`src/rtl/qit_pkg.sv`:
```
package qit_pkg;
  localparam int PD_W = 8;
  localparam int PD_LSB = 8;

  typedef struct packed {
    logic start;
    logic stop;
    logic [PD_W-1:0] startPd;
  } chanCmd_t;

  function automatic int irqLineOf(input int ch);
    return (ch < 2) ? ch : ch + 7;
  endfunction
endpackage

```
`src/rtl/qit_ctrl.sv`:
```
module qit_ctrl
  import qit_pkg::*;
#(
  parameter int NUM_CH = 4,
  parameter int CNT_W = 16,
  parameter int ADDR_W = 5
) (
  input  logic clk,
  input  logic rstN,
  input  logic busWrEn,
  input  logic [ADDR_W-1:0] busAddr,
  input  logic [31:0] busWdata,
  input  logic [3:0] busByteEn,
  input  logic [NUM_CH-1:0] expire,
  output logic [31:0] busRdata,
  output chanCmd_t [NUM_CH-1:0] cmd,
  output logic [NUM_CH-1:0] enVec,
  output logic [NUM_CH-1:0] arVec,
  output logic [NUM_CH-1:0][PD_W-1:0] pdArr,
  output logic [NUM_CH-1:0][CNT_W-1:0] tcvArr
);
  localparam int CH_W = ADDR_W - 3;

  logic [31:0] laneMask;
  always_comb begin
    for (int b = 0; b < 4; b++) laneMask[8*b +: 8] = {8{busByteEn[b]}};
  end

  for (genvar c = 0; c < NUM_CH; c++) begin : g_chan
    logic hitChan, selCtrl, selCnt;
    logic newEn, newAr;
    logic [PD_W-1:0] newPd;
    logic [31:0] tcvWide, tcvMerged;

    assign hitChan = busWrEn && (busAddr[ADDR_W-1:3] == CH_W'(c));
    assign selCtrl = hitChan && !busAddr[2];
    assign selCnt  = hitChan && busAddr[2];

    assign newEn = busByteEn[0] ? busWdata[0] : enVec[c];
    assign newAr = busByteEn[0] ? busWdata[1] : arVec[c];
    assign newPd = busByteEn[1] ? busWdata[PD_LSB +: PD_W] : pdArr[c];

    assign cmd[c].start   = selCtrl && newEn && !enVec[c];
    assign cmd[c].stop    = selCtrl && !newEn && enVec[c];
    assign cmd[c].startPd = newPd;

    assign tcvWide   = 32'(tcvArr[c]);
    assign tcvMerged = (tcvWide & ~laneMask) | (busWdata & laneMask);

    always_ff @(posedge clk) begin
      if (!rstN) begin
        enVec[c]  <= 1'b0;
        arVec[c]  <= 1'b0;
        pdArr[c]  <= '1;
        tcvArr[c] <= '0;
      end else begin
        if (selCtrl) begin
          arVec[c] <= newAr;
          pdArr[c] <= newPd;
        end
        if (expire[c] && !arVec[c]) enVec[c] <= 1'b0;
        else if (selCtrl)           enVec[c] <= newEn;
        if (selCnt) tcvArr[c] <= tcvMerged[CNT_W-1:0];
      end
    end
  end

  always_comb begin
    busRdata = '0;
    for (int c = 0; c < NUM_CH; c++) begin
      if (busAddr[ADDR_W-1:3] == CH_W'(c)) begin
        if (busAddr[2]) busRdata = 32'(tcvArr[c]);
        else busRdata = 32'({pdArr[c], 6'b0, arVec[c], enVec[c]});
      end
    end
  end
endmodule

```
`src/rtl/qit_datapath.sv`:
```
module qit_datapath
  import qit_pkg::*;
#(
  parameter int NUM_CH = 4,
  parameter int CNT_W = 16
) (
  input  logic clk,
  input  logic rstN,
  input  chanCmd_t [NUM_CH-1:0] cmd,
  input  logic [NUM_CH-1:0] enVec,
  input  logic [NUM_CH-1:0] arVec,
  input  logic [NUM_CH-1:0][PD_W-1:0] pdArr,
  input  logic [NUM_CH-1:0][CNT_W-1:0] tcvArr,
  output logic [NUM_CH-1:0] expire,
  output logic [NUM_CH-1:0] irqVec
);
  for (genvar c = 0; c < NUM_CH; c++) begin : g_chan
    logic [PD_W-1:0] preCnt, pdHold;
    logic [CNT_W-1:0] mainCnt;
    logic preZero, atZero;

    assign preZero   = (preCnt == '0);
    assign atZero    = preZero && (mainCnt == '0);
    assign expire[c] = enVec[c] && atZero && !cmd[c].stop;

    always_ff @(posedge clk) begin
      if (!rstN) begin
        preCnt    <= '0;
        pdHold    <= '0;
        mainCnt   <= '0;
        irqVec[c] <= 1'b0;
      end else begin
        irqVec[c] <= expire[c];
        if (cmd[c].start) begin
          preCnt  <= cmd[c].startPd;
          pdHold  <= cmd[c].startPd;
          mainCnt <= tcvArr[c];
        end else if (expire[c]) begin
          if (arVec[c]) begin
            preCnt  <= pdArr[c];
            pdHold  <= pdArr[c];
            mainCnt <= tcvArr[c];
          end
        end else if (enVec[c] && !cmd[c].stop) begin
          if (preZero) begin
            preCnt  <= pdHold;
            mainCnt <= mainCnt - 1'b1;
          end else begin
            preCnt <= preCnt - 1'b1;
          end
        end
      end
    end
  end
endmodule

```
`src/rtl/qit_top.sv`:
```
module qit_top
  import qit_pkg::*;
#(
  parameter int NUM_CH = 4,
  parameter int CNT_W = 16,
  parameter int IRQ_LINES = 16,
  localparam int ADDR_W = $clog2(NUM_CH) + 3
) (
  input  logic clk,
  input  logic rstN,
  input  logic busWrEn,
  input  logic [ADDR_W-1:0] busAddr,
  input  logic [31:0] busWdata,
  input  logic [3:0] busByteEn,
  output logic [31:0] busRdata,
  output logic [IRQ_LINES-1:0] irqLines
);
  chanCmd_t [NUM_CH-1:0] cmd;
  logic [NUM_CH-1:0] enVec, arVec, expire, irqVec;
  logic [NUM_CH-1:0][PD_W-1:0] pdArr;
  logic [NUM_CH-1:0][CNT_W-1:0] tcvArr;

  qit_ctrl #(.NUM_CH(NUM_CH), .CNT_W(CNT_W), .ADDR_W(ADDR_W)) u_ctrl (
    .clk(clk), .rstN(rstN), .busWrEn(busWrEn), .busAddr(busAddr),
    .busWdata(busWdata), .busByteEn(busByteEn), .expire(expire),
    .busRdata(busRdata), .cmd(cmd), .enVec(enVec), .arVec(arVec),
    .pdArr(pdArr), .tcvArr(tcvArr)
  );

  qit_datapath #(.NUM_CH(NUM_CH), .CNT_W(CNT_W)) u_dp (
    .clk(clk), .rstN(rstN), .cmd(cmd), .enVec(enVec), .arVec(arVec),
    .pdArr(pdArr), .tcvArr(tcvArr), .expire(expire), .irqVec(irqVec)
  );

  always_comb begin
    irqLines = '0;
    for (int c = 0; c < NUM_CH; c++) irqLines[irqLineOf(c)] = irqVec[c];
  end
endmodule

```
`config.mk`:
```
export PLATFORM = sky130hd
export DESIGN_NAME = qit_top
export DESIGN_NICKNAME = d
export VERILOG_FILES = /design/src/rtl/qit_pkg.sv /design/src/rtl/qit_ctrl.sv /design/src/rtl/qit_datapath.sv /design/src/rtl/qit_top.sv
export SDC_FILE = /design/constraint.sdc
export NUM_CORES = 1
export LEC_CHECK = 0
export BUFFER_PORTS_ARGS = -buffer_cell sky130_fd_sc_hd__buf_4
export CAP_MARGIN = 40
export CORE_UTILIZATION = 45
export CTS_CLUSTER_DIAMETER = 200
export DETAILED_ROUTE_END_ITERATION = 6
export PLACE_DENSITY = 0.64
export SYNTH_ARGS = -nofsm -noshare
export SYNTH_HDL_FRONTEND = slang
export SYNTH_SLANG_ARGS = --single-unit
```
`constraint.sdc`:
```
create_clock -name clk -period 8.3 [get_ports clk]
set_input_delay 1.66 -clock clk [delete_from_list [all_inputs] [get_ports clk]]
set_output_delay 1.66 -clock clk [all_outputs]
set_load 0.01 [all_outputs]
```
==> impl_metrics.tcl <==
set metrics [dict create \
    critPathRequiredTime_ns 6.64 \
    grt_start_max_net_pins 71 \
    fmax_ghz 0.2025 \
    cts_buffer_depth 3 \
    clk_pin_slew_ns 0.06 \
    io_pins 92 \
    portBuffers 43 \
    drtAntennaViolNets 0 \
    cts_sinks 236 \
    status "completed" \
    path_class "input port to output pin" \
    syn_area_mm2 0.01366 \
    clock_skew_ns 0.01767 \
    drt-total-wl_um 42830 \
    drt_iter0_drc 1320 \
    dieArea_mm2 0.03106 \
    cts_resized 0 \
    gp_congestion 0.9139 \
    path_cells "buf_4, mux4_2, mux2_2, buf_4" \
    vias 12717 \
    cts_max_level 1 \
    setup.worst_path.end_class "output pin" \
    cts_tree "yes" \
    overflow 0 \
    period_share_pct 59.49 \
    die_h_um 176.3 \
    drv_slew 0 \
    whs_endpoint "u_dp.g_chan[3].mainCnt[14]$_SDFFE_PN0P_" \
    whs_ns 0.4619 \
    fin_crit_ns 4.937 \
    ir_drop_uv 142.2 \
    synth-edff-count 0 \
    drc 0 \
    grt_pass1_vias 11641 \
    syn_area_per_cell_um2 8.281 \
    powerDensity_mw_per_mm2 188.0 \
    setup_tns_ns 0 \
    antenna_found_initial 1 \
    drtPass1Iterations 6 \
    synth_cells 1650 \
    post_drt_wl_per_cell_um 21.01 \
    hold_class "flip-flop to flip-flop" \
    rsz0062_at_grt "false" \
    ys.flop_type "dfxtp_1" \
    start_kind "input port" \
    worstMarginPinSlew_ns 0.9401 \
    cp_data_arrival_time_ns 3.28 \
    clk_latency_ns 0.55 \
    cts-root-buf "clkbuf_16" \
    cts_buffers 28 \
    leakage_nw 6.322 \
    synth_seq_cells 236 \
    yosysUniqueCellTypes 83 \
    critical-path-slowest-cell "mux4_2" \
    cts_setup_buffers 0 \
    r2r_start "u_dp.g_chan[3].mainCnt[6]$_SDFFE_PN0P_" \
    drv_cap 0 \
    yosysWarnings 0 \
    yosysSeqAreaShare_pct 34.58 \
    drive_gt1_share_pct 11.77 \
    viasPerCell 6.240 \
    die_width_um 176.3 \
    n_antenna_cell 0 \
    start_util_pct 45.98 \
    finalSetupViolCount 0 \
    finalHoldViolations 0 \
    grtUsageTotal_pct 27.41 \
    max_stage_delay_ns 0.61 \
    async_flop_share_pct 0 \
    r2r_cells 6 \
    core-area_mm2 0.02972 \
    grt_pass1_wl_um 67190 \
    rr_endpoint "u_dp.g_chan[3].mainCnt[6]$_SDFFE_PN0P_" \
    r2r_slack_ns 4.77 \
    crit_fanout 40 \
    crit_top_cell "buf_4" \
    area.growth.synth_to_final_pct 9.945 \
    nets 1689 \
    min_from "u_dp.g_chan[3].mainCnt[14]$_SDFFE_PN0P_" \
    cts_hold_buf 0 \
    hold_depth 2 \
    relSlewSlack_pct 37.32 \
    placementRows 63 \
    hpwlAfterDp_um 29300 \
]
## report_power, final
part | switching (mW) | internal [mW] | leakage (nW)
registers | 0.0269 | 1.16 | 1.91
logic | 0.257 | 0.157 | 3.97
clock network | 0.497 | 0.732 | 0.449
## how the worst max path moves through the flow
| stage | startpoint | to | slack, ns | cells past startpoint |
|---|---|---|---|---|
| after floorplan | busAddr[3] | busRdata[0] | 3.29 | 5 |
| after global placement | busAddr[3] | busRdata[10] | 3.35 | 4 |
| after detailed placement | busAddr[3] | busRdata[10] | 3.37 | 4 |
| after CTS | busAddr[3] | busRdata[10] | 3.36 | 4 |
| after global routing | busAddr[3] | busRdata[10] | 3.29 | 4 |
| final | busAddr[3] | busRdata[10] | 3.36 | 4 |
## cells in the final DEF, fill, tap and decap left out, types with 6 or more instances in the layout
master     netlist  routed
a211oi_1        16      16
a21oi_1        122     122
a22o_1           6       6
a22oi_1          7       7
a311oi_1        15      15
a31oi_1         11      11
a32o_1          12      12
and2_1          10      10
and3_1           7       7
buf_4           29      62
clkbuf_1        86       6
clkbuf_16        0      29
clkinv_2         0       6
conb_1           1      28
dfxtp_1        236     236
ha_1            16      16
inv_1           28      27
mux2_2          28      28
mux2i_1        129     129
mux4_2          26      26
nand2_1        176     176
nand2b_1        17      17
nand3_1         93      93
nor2_1         170     170
nor2b_1         10      10
nor3_1          60      59
nor4_1          20      19
o211ai_1        21      21
o21ai_0         57      57
o22ai_1         49      49
o31ai_1          6       6
or2_2            9       9
or3_1           20      20
or4_1           12      12
xnor2_1          9       9
## layer usage
metal / vias to the layer above / track usage [%] / wire length [um]
met5: - / 0 / 11
met4: 2 / 11.88 / 1824
met3: 98 / 2.864 / 2918
met2: 516 / 42.26 / 19090
met1: 6098 / 38.67 / 18980
li1: 6003 / - / -
## cell type report
class,count,area [um2]
clock buffers,39,803.3
clock inverters,10,106.4
fillers,2791,14700
inverters,28,107.6
multi-input cells,1270,8289
flip-flops and latches,236,4725
well taps,390,488.0
repair buffers,65,503.0
## per-stage QoR
stage	utilization [%]	instance area (um2)	worst slack (ns)	power, mW	cells
3_3_place_gp	47.26	14040	3.353	1.604	1982
2_1_floorplan	-	13760	3.293	1.515	1677
5_1_grt	50.55	15020	3.294	2.927	2038
4_1_cts	50.55	15020	3.361	2.830	2038
6_report	50.55	15020	3.363	2.825	2038
3_5_place_dp	47.49	14110	3.367	1.612	1989
## logic make-up (layout without fill, tap and decap cells)
kind of cell    after synthesis  after routing  share of synthesized area (%)
buf+inv                     171            142                          5.742
simple gates                649            649                          23.05
xor+xnor                     11             11                         0.7052
compound gates              383            383                          18.39
mux                         183            183                          16.04
other cells                   1             28                        0.02745
fa+ha+maj                    16             16                          1.465
flops                       236            236                          34.58
## cell usage after synthesis, types with 15 or more instances
master,number,share of area (%)
o22ai_1,49,2.2
a21oi_1,122,4.5
buf_2,15,0.55
dfxtp_1,236,35
nor2_1,170,4.7
nor3_1,60,2.2
mux2i_1,129,9.5
o211ai_1,21,1.2
or3_1,20,0.92
o21ai_0,57,2.1
ha_1,16,1.5
buf_4,29,1.6
inv_1,28,0.77
nor4_1,20,0.92
a311oi_1,15,0.96
a211oi_1,16,0.88
mux2_2,28,2.3
nand2_1,176,4.8
nand3_1,93,3.4
mux4_2,26,4.3
nand2b_1,17,0.78
clkbuf_1,86,2.4
## critical path: cells and delay by family
kind | cells | cell delay, ns
mux | 2 | 0.93
buf+inv | 2 | 0.63
No activity file was read; power rests on OpenSTA's default activity.
